File: src/rtl/trap_pkg.sv
package trap_pkg;

    typedef enum logic [1:0] {
        PCS_SEQ  = 2'd0,
        PCS_TRAP = 2'd1,
        PCS_RET  = 2'd2
    } pc_sel_e;

    typedef enum logic [1:0] {
        SRC_NONE = 2'd0,
        SRC_EXEC = 2'd1,
        SRC_DEC  = 2'd2,
        SRC_IRQ  = 2'd3
    } trap_src_e;

    localparam int unsigned CODE_ILLEGAL = 2;
    localparam int unsigned CODE_EXT_IRQ = 11;

    typedef struct packed {
        logic irq_en;
    } ctl_state_t;

endpackage

File: src/rtl/trap_arbiter.sv
module trap_arbiter
    import trap_pkg::*;
#(
    parameter int unsigned XLEN       = 64,
    parameter int unsigned CODE_W     = 6,
    parameter int unsigned FAULT_CODE = 24
) (
    input  logic              clk_i,
    input  logic              rst_ni,
    input  logic              ex_fault_i,
    input  logic [XLEN-1:0]   ex_pc_i,
    input  logic              dec_illegal_i,
    input  logic [XLEN-1:0]   dec_pc_i,
    input  logic              irq_i,
    input  logic              irq_en_i,
    output logic              take_o,
    output logic              is_irq_o,
    output logic [CODE_W-1:0] code_o,
    output logic [XLEN-1:0]   fault_pc_o,
    output trap_src_e         src_o
);

    // Oldest instruction first, then synchronous before asynchronous.
    always_comb begin
        src_o      = SRC_NONE;
        code_o     = '0;
        fault_pc_o = ex_pc_i;
        if (ex_fault_i) begin
            src_o      = SRC_EXEC;
            code_o     = CODE_W'(FAULT_CODE);
            fault_pc_o = ex_pc_i;
        end else if (dec_illegal_i) begin
            src_o      = SRC_DEC;
            code_o     = CODE_W'(CODE_ILLEGAL);
            fault_pc_o = dec_pc_i;
        end else if (irq_i && irq_en_i) begin
            src_o      = SRC_IRQ;
            code_o     = CODE_W'(CODE_EXT_IRQ);
            fault_pc_o = ex_pc_i;
        end
    end

    assign take_o   = (src_o != SRC_NONE);
    assign is_irq_o = (src_o == SRC_IRQ);

    AST_EXEC_FIRST: assert property (@(posedge clk_i) disable iff (!rst_ni)
        ex_fault_i |-> (take_o && !is_irq_o && fault_pc_o == ex_pc_i));
    AST_DEC_OVER_IRQ: assert property (@(posedge clk_i) disable iff (!rst_ni)
        (dec_illegal_i && !ex_fault_i) |-> (src_o == SRC_DEC && fault_pc_o == dec_pc_i));
    AST_IRQ_MASKED: assert property (@(posedge clk_i) disable iff (!rst_ni)
        (!irq_en_i && !ex_fault_i && !dec_illegal_i) |-> !take_o);

endmodule

File: src/rtl/trap_vector.sv
module trap_vector #(
    parameter int unsigned       XLEN      = 64,
    parameter int unsigned       CODE_W    = 6,
    parameter logic [XLEN-1:0]   BASE_ADDR = 64'h0000_0000_8000_0100,
    parameter bit                VEC_EN    = 1'b1
) (
    input  logic              clk_i,
    input  logic              rst_ni,
    input  logic              vec_mode_i,
    input  logic              is_irq_i,
    input  logic [CODE_W-1:0] code_i,
    output logic [XLEN-1:0]   target_o
);

    localparam int unsigned OFS_W = CODE_W + 2;

    logic [OFS_W-1:0] slot_ofs;
    assign slot_ofs = {code_i, 2'b00};

    generate
        if (VEC_EN) begin : g_vectored
            always_comb begin
                if (vec_mode_i && is_irq_i) target_o = BASE_ADDR + XLEN'(slot_ofs);
                else                        target_o = BASE_ADDR;
            end
        end else begin : g_direct
            logic unused_vec;
            assign unused_vec = ^{vec_mode_i, is_irq_i, slot_ofs};
            assign target_o   = BASE_ADDR;
        end
    endgenerate

    AST_DIRECT_AT_BASE: assert property (@(posedge clk_i) disable iff (!rst_ni)
        !vec_mode_i |-> (target_o == BASE_ADDR));
    AST_SYNC_AT_BASE: assert property (@(posedge clk_i) disable iff (!rst_ni)
        !is_irq_i |-> (target_o == BASE_ADDR));

endmodule

File: src/rtl/trap_ctrl.sv
module trap_ctrl
    import trap_pkg::*;
#(
    parameter int unsigned     XLEN        = 64,
    parameter int unsigned     CODE_W      = 6,
    parameter int unsigned     FAULT_CODE  = 24,
    parameter logic [XLEN-1:0] BASE_ADDR   = 64'h0000_0000_8000_0100,
    parameter bit              VEC_EN      = 1'b1,
    parameter bit              EN_AT_RESET = 1'b1
) (
    input  logic            clk_i,
    input  logic            rst_ni,
    input  logic            ex_fault_i,
    input  logic [XLEN-1:0] ex_pc_i,
    input  logic            dec_illegal_i,
    input  logic [XLEN-1:0] dec_pc_i,
    input  logic            irq_req_i,
    input  logic            trap_ret_i,
    input  logic            vec_mode_i,
    input  logic [XLEN-1:0] epc_rd_i,
    output logic            flush_dec_o,
    output logic            flush_ex_o,
    output logic [1:0]      pc_sel_o,
    output logic [XLEN-1:0] pc_target_o,
    output logic            epc_we_o,
    output logic [XLEN-1:0] epc_wdata_o,
    output logic            cause_we_o,
    output logic [XLEN-1:0] cause_wdata_o,
    output logic            irq_en_o
);

    localparam int unsigned PAD_W = XLEN - 1 - CODE_W;

    ctl_state_t st_d, st_q;

    logic              take;
    logic              is_irq;
    logic [CODE_W-1:0] code;
    logic [XLEN-1:0]   fault_pc;
    logic [XLEN-1:0]   vec_target;
    trap_src_e         src;
    pc_sel_e           sel;

    trap_arbiter #(
        .XLEN       (XLEN),
        .CODE_W     (CODE_W),
        .FAULT_CODE (FAULT_CODE)
    ) u_arb (
        .clk_i         (clk_i),
        .rst_ni        (rst_ni),
        .ex_fault_i    (ex_fault_i),
        .ex_pc_i       (ex_pc_i),
        .dec_illegal_i (dec_illegal_i),
        .dec_pc_i      (dec_pc_i),
        .irq_i         (irq_req_i),
        .irq_en_i      (st_q.irq_en),
        .take_o        (take),
        .is_irq_o      (is_irq),
        .code_o        (code),
        .fault_pc_o    (fault_pc),
        .src_o         (src)
    );

    trap_vector #(
        .XLEN      (XLEN),
        .CODE_W    (CODE_W),
        .BASE_ADDR (BASE_ADDR),
        .VEC_EN    (VEC_EN)
    ) u_vec (
        .clk_i      (clk_i),
        .rst_ni     (rst_ni),
        .vec_mode_i (vec_mode_i),
        .is_irq_i   (is_irq),
        .code_i     (code),
        .target_o   (vec_target)
    );

    logic unused_src;
    assign unused_src = ^src;

    always_comb begin
        st_d          = st_q;
        sel           = PCS_SEQ;
        pc_target_o   = vec_target;
        flush_dec_o   = 1'b0;
        flush_ex_o    = 1'b0;
        epc_we_o      = 1'b0;
        cause_we_o    = 1'b0;
        epc_wdata_o   = fault_pc;
        cause_wdata_o = {is_irq, {PAD_W{1'b0}}, code};
        if (take) begin
            sel         = PCS_TRAP;
            flush_dec_o = 1'b1;
            flush_ex_o  = 1'b1;
            epc_we_o    = 1'b1;
            cause_we_o  = 1'b1;
            st_d.irq_en = 1'b0;
        end else if (trap_ret_i) begin
            sel         = PCS_RET;
            pc_target_o = epc_rd_i;
            st_d.irq_en = 1'b1;
        end
    end

    always_ff @(posedge clk_i) begin
        if (!rst_ni) st_q.irq_en <= EN_AT_RESET;
        else         st_q        <= st_d;
    end

    assign pc_sel_o = sel;
    assign irq_en_o = st_q.irq_en;

    AST_TRAP_FLUSH: assert property (@(posedge clk_i) disable iff (!rst_ni)
        (pc_sel_o == PCS_TRAP) |-> (flush_dec_o && flush_ex_o && epc_we_o && cause_we_o));
    AST_TRAP_DISABLES: assert property (@(posedge clk_i) disable iff (!rst_ni)
        epc_we_o |=> !irq_en_o);
    AST_IRQ_GATED: assert property (@(posedge clk_i) disable iff (!rst_ni)
        (cause_we_o && cause_wdata_o[XLEN-1]) |-> irq_en_o);
    AST_RET_QUIET: assert property (@(posedge clk_i) disable iff (!rst_ni)
        (pc_sel_o == PCS_RET) |-> (!flush_dec_o && !flush_ex_o && !epc_we_o && !cause_we_o
                                   && pc_target_o == epc_rd_i));
    AST_RET_ENABLES: assert property (@(posedge clk_i) disable iff (!rst_ni)
        (pc_sel_o == PCS_RET) |=> irq_en_o);
    AST_IDLE_QUIET: assert property (@(posedge clk_i) disable iff (!rst_ni)
        (!ex_fault_i && !dec_illegal_i && !irq_req_i && !trap_ret_i) |->
        (pc_sel_o == PCS_SEQ && !flush_dec_o && !flush_ex_o && !epc_we_o));

endmodule

File: config.mk
export PLATFORM = sky130hd
export DESIGN_NAME = trap_ctrl
export DESIGN_NICKNAME = d
export VERILOG_FILES = /design/src/rtl/trap_pkg.sv /design/src/rtl/trap_arbiter.sv /design/src/rtl/trap_vector.sv /design/src/rtl/trap_ctrl.sv
export SDC_FILE = /design/constraint.sdc
export NUM_CORES = 1
export LEC_CHECK = 0
export BUFFER_PORTS_ARGS = -buffer_cell sky130_fd_sc_hd__buf_2
export CELL_PAD_IN_SITES_DETAIL_PLACEMENT = 0
export CELL_PAD_IN_SITES_GLOBAL_PLACEMENT = 1
export CORE_AREA = 2 2 154 156
export CTS_CLUSTER_DIAMETER = 40
export DETAILED_ROUTE_END_ITERATION = 10
export DIE_AREA = 0 0 156 158
export HOLD_SLACK_MARGIN = 0.05
export PLACE_DENSITY = 0.56
export RECOVER_POWER = 25
export SYNTH_ARGS = -nofsm -noshare
export SYNTH_HDL_FRONTEND = slang
export SYNTH_HIERARCHICAL = 1
export SYNTH_SLANG_ARGS = --single-unit
export TNS_END_PERCENT = 100
File: constraint.sdc
create_clock -name clk_i -period 3.9 [get_ports clk_i]
set_clock_uncertainty 0.2 [all_clocks]
set_input_delay 0.195 -clock clk_i [delete_from_list [all_inputs] [get_ports clk_i]]
set_output_delay 0.195 -clock clk_i [all_outputs]
set_load 0.01 [all_outputs]
==> results.yml <==
detailed_routing:
  postRouteWirelength_um: 13650
  drtIter0Drc: 93
  avgViaCountPerCell: 3.164
  drc_errors: 0
  ant_nets: 0
  routed-via-count: 2838
  wl_per_cell_um: 15.21
  first_pass_iters: 4
worst_setup_path:
  worstSetupEndpointType: "output pin"
  crit_type: "in2out"
  cp-start-kind: "primary input"
  cp.required_ns: 3.50
  timing.critical_path.arrival_ns: 1.82
  path_max_fanout: 65
logic_synthesis:
  synth_warnings: 6
  netlist_area_um2: 3188
  synthCells: 288
  syn_avg_cell_area_um2: 11.07
die:
  std_cell_rows: 56
  die_w_um: 156
  chipHeight_um: 158
  core-area_um2: 23050
  ios: 398
  dieArea_um2: 24650
  start_util_pct: 13.83
power:
  internal_power_uw: 271.3
  power_density_nw_per_um2: 112.2
  seq_power_share_pct: 2.4
  switching_share_pct: 45.38
  clkPwrFrac_pct: 0
  ir_drop_mv: 0.03244
  p_comb_share_pct: 97.6
  netSwitchingPower_uw: 225.4
  p_leak_uw: 0.002575
timing:
  max_slew_margin_pct: 62.48
  layout_worst_path_cycle_share_pct: 56.88
  min_period_ns: 2.218
  worst_slew_pin_slew_ns: 0.5585
  setup_viol_count_final: 0
  hold_violations: 0
  setup_ws_ns: 1.682
  rsz0062_at_grt: "no"
  fmax_mhz: 450.8
  drv_slew: 0
  fin_setup_tns_ns: 0
grt:
  grt_pass1_vias: 2511
  grt_overflow: 0
  grt_max_degree: 66
  grtUsageTotal_pct: 9.408
  antenna_found_initial: 7
  grt_pass1_wl_um: 16690
final_layout:
  instances_no_fill: 897
  drive_gt1_share_pct: 72.35
  final_common_cell: "buf_2"
  finalNetCount: 805
  final_cell_mix: "buf_2 (327), conb_1 (117), mux2_4 (87), mux2_1 (22), mux2_2 (19)"
  final_area_um2: 4427
  area_growth_pct: 38.85
  largest_reg_flops: 1
run:
  drv_cap: 0
placed_design:
  place_congestion: 0.8124
  pre_cts_slack_ns: 1.723
  dpl_cell_area_um2: 4516
  portBuffers: 338
  dp_cells: 894
  hpwlAfterDp_um: 12520
hold_path:
  hold_class: "in2reg"
run_status:
  outcome: "finished, final reports clean"
cts:
  cts_resized: 0
  cts_setup_buffers: 0
  clock_latency_ns: 0
  holdBufCountCts: 0
  clk_pin_slew_ns: 0
## path summary, 6_finish.rpt
kind                                 start              end  slack, ns  cells past startpoint
worst min-delay path                rst_ni         irq_en_o       0.18                      2
worst min register to register    irq_en_o         irq_en_o       0.35                      2
worst max register to register    irq_en_o         irq_en_o       2.74                      3
worst max-delay path            ex_fault_i  pc_target_o[31]       1.68                      7
## power by group through the flow
stage	Combinational, uW	Sequential, uW	Clock (uW)
finish	485	11.9	0.000105
global route	525	12.0	0.000104
CTS	510	11.9	0
detailed placement	509	11.9	0
global placement	507	11.8	0
floorplan	392	12.2	0
## critical path, cell delays in order
cell and delay, ns:
clkbuf_1 0.20, nor2_1 0.13, nand2_1 0.18, nor2b_4 0.17
buf_12 0.33, mux2_4 0.34, buf_2 0.14
## per-stage QoR
| step | utilization, % | power [uW] | hold slack [ns] |
|---|---|---|---|
| detailed placement | 19.59 | 520.9 | 0.1829 |
| finish | 19.20 | 496.6 | 0.1794 |
| CTS | 19.59 | 522.2 | 0.1831 |
| global placement | 19.59 | 518.8 | 0.1912 |
| floorplan | - | 403.9 | 0.07123 |
| global route | 19.20 | 537.3 | 0.1951 |
## final cells by class
cell class                 count  area (um2)
multi-input combinational    263        2318
tap                          290       362.8
sequential                     1       20.02
antenna                        3       7.507
fill                        2678       18630
timing repair buffer         340        1718
## layer usage
layer  track usage [%]  up-vias  wire length, um
met5                 0        -               46
met4             2.097        6               18
met3             2.327        8             1281
met2             20.78      194             8093
met1             8.292     1246             4206
li1                  -     1384                -
Power figures use the tool's default switching activity.
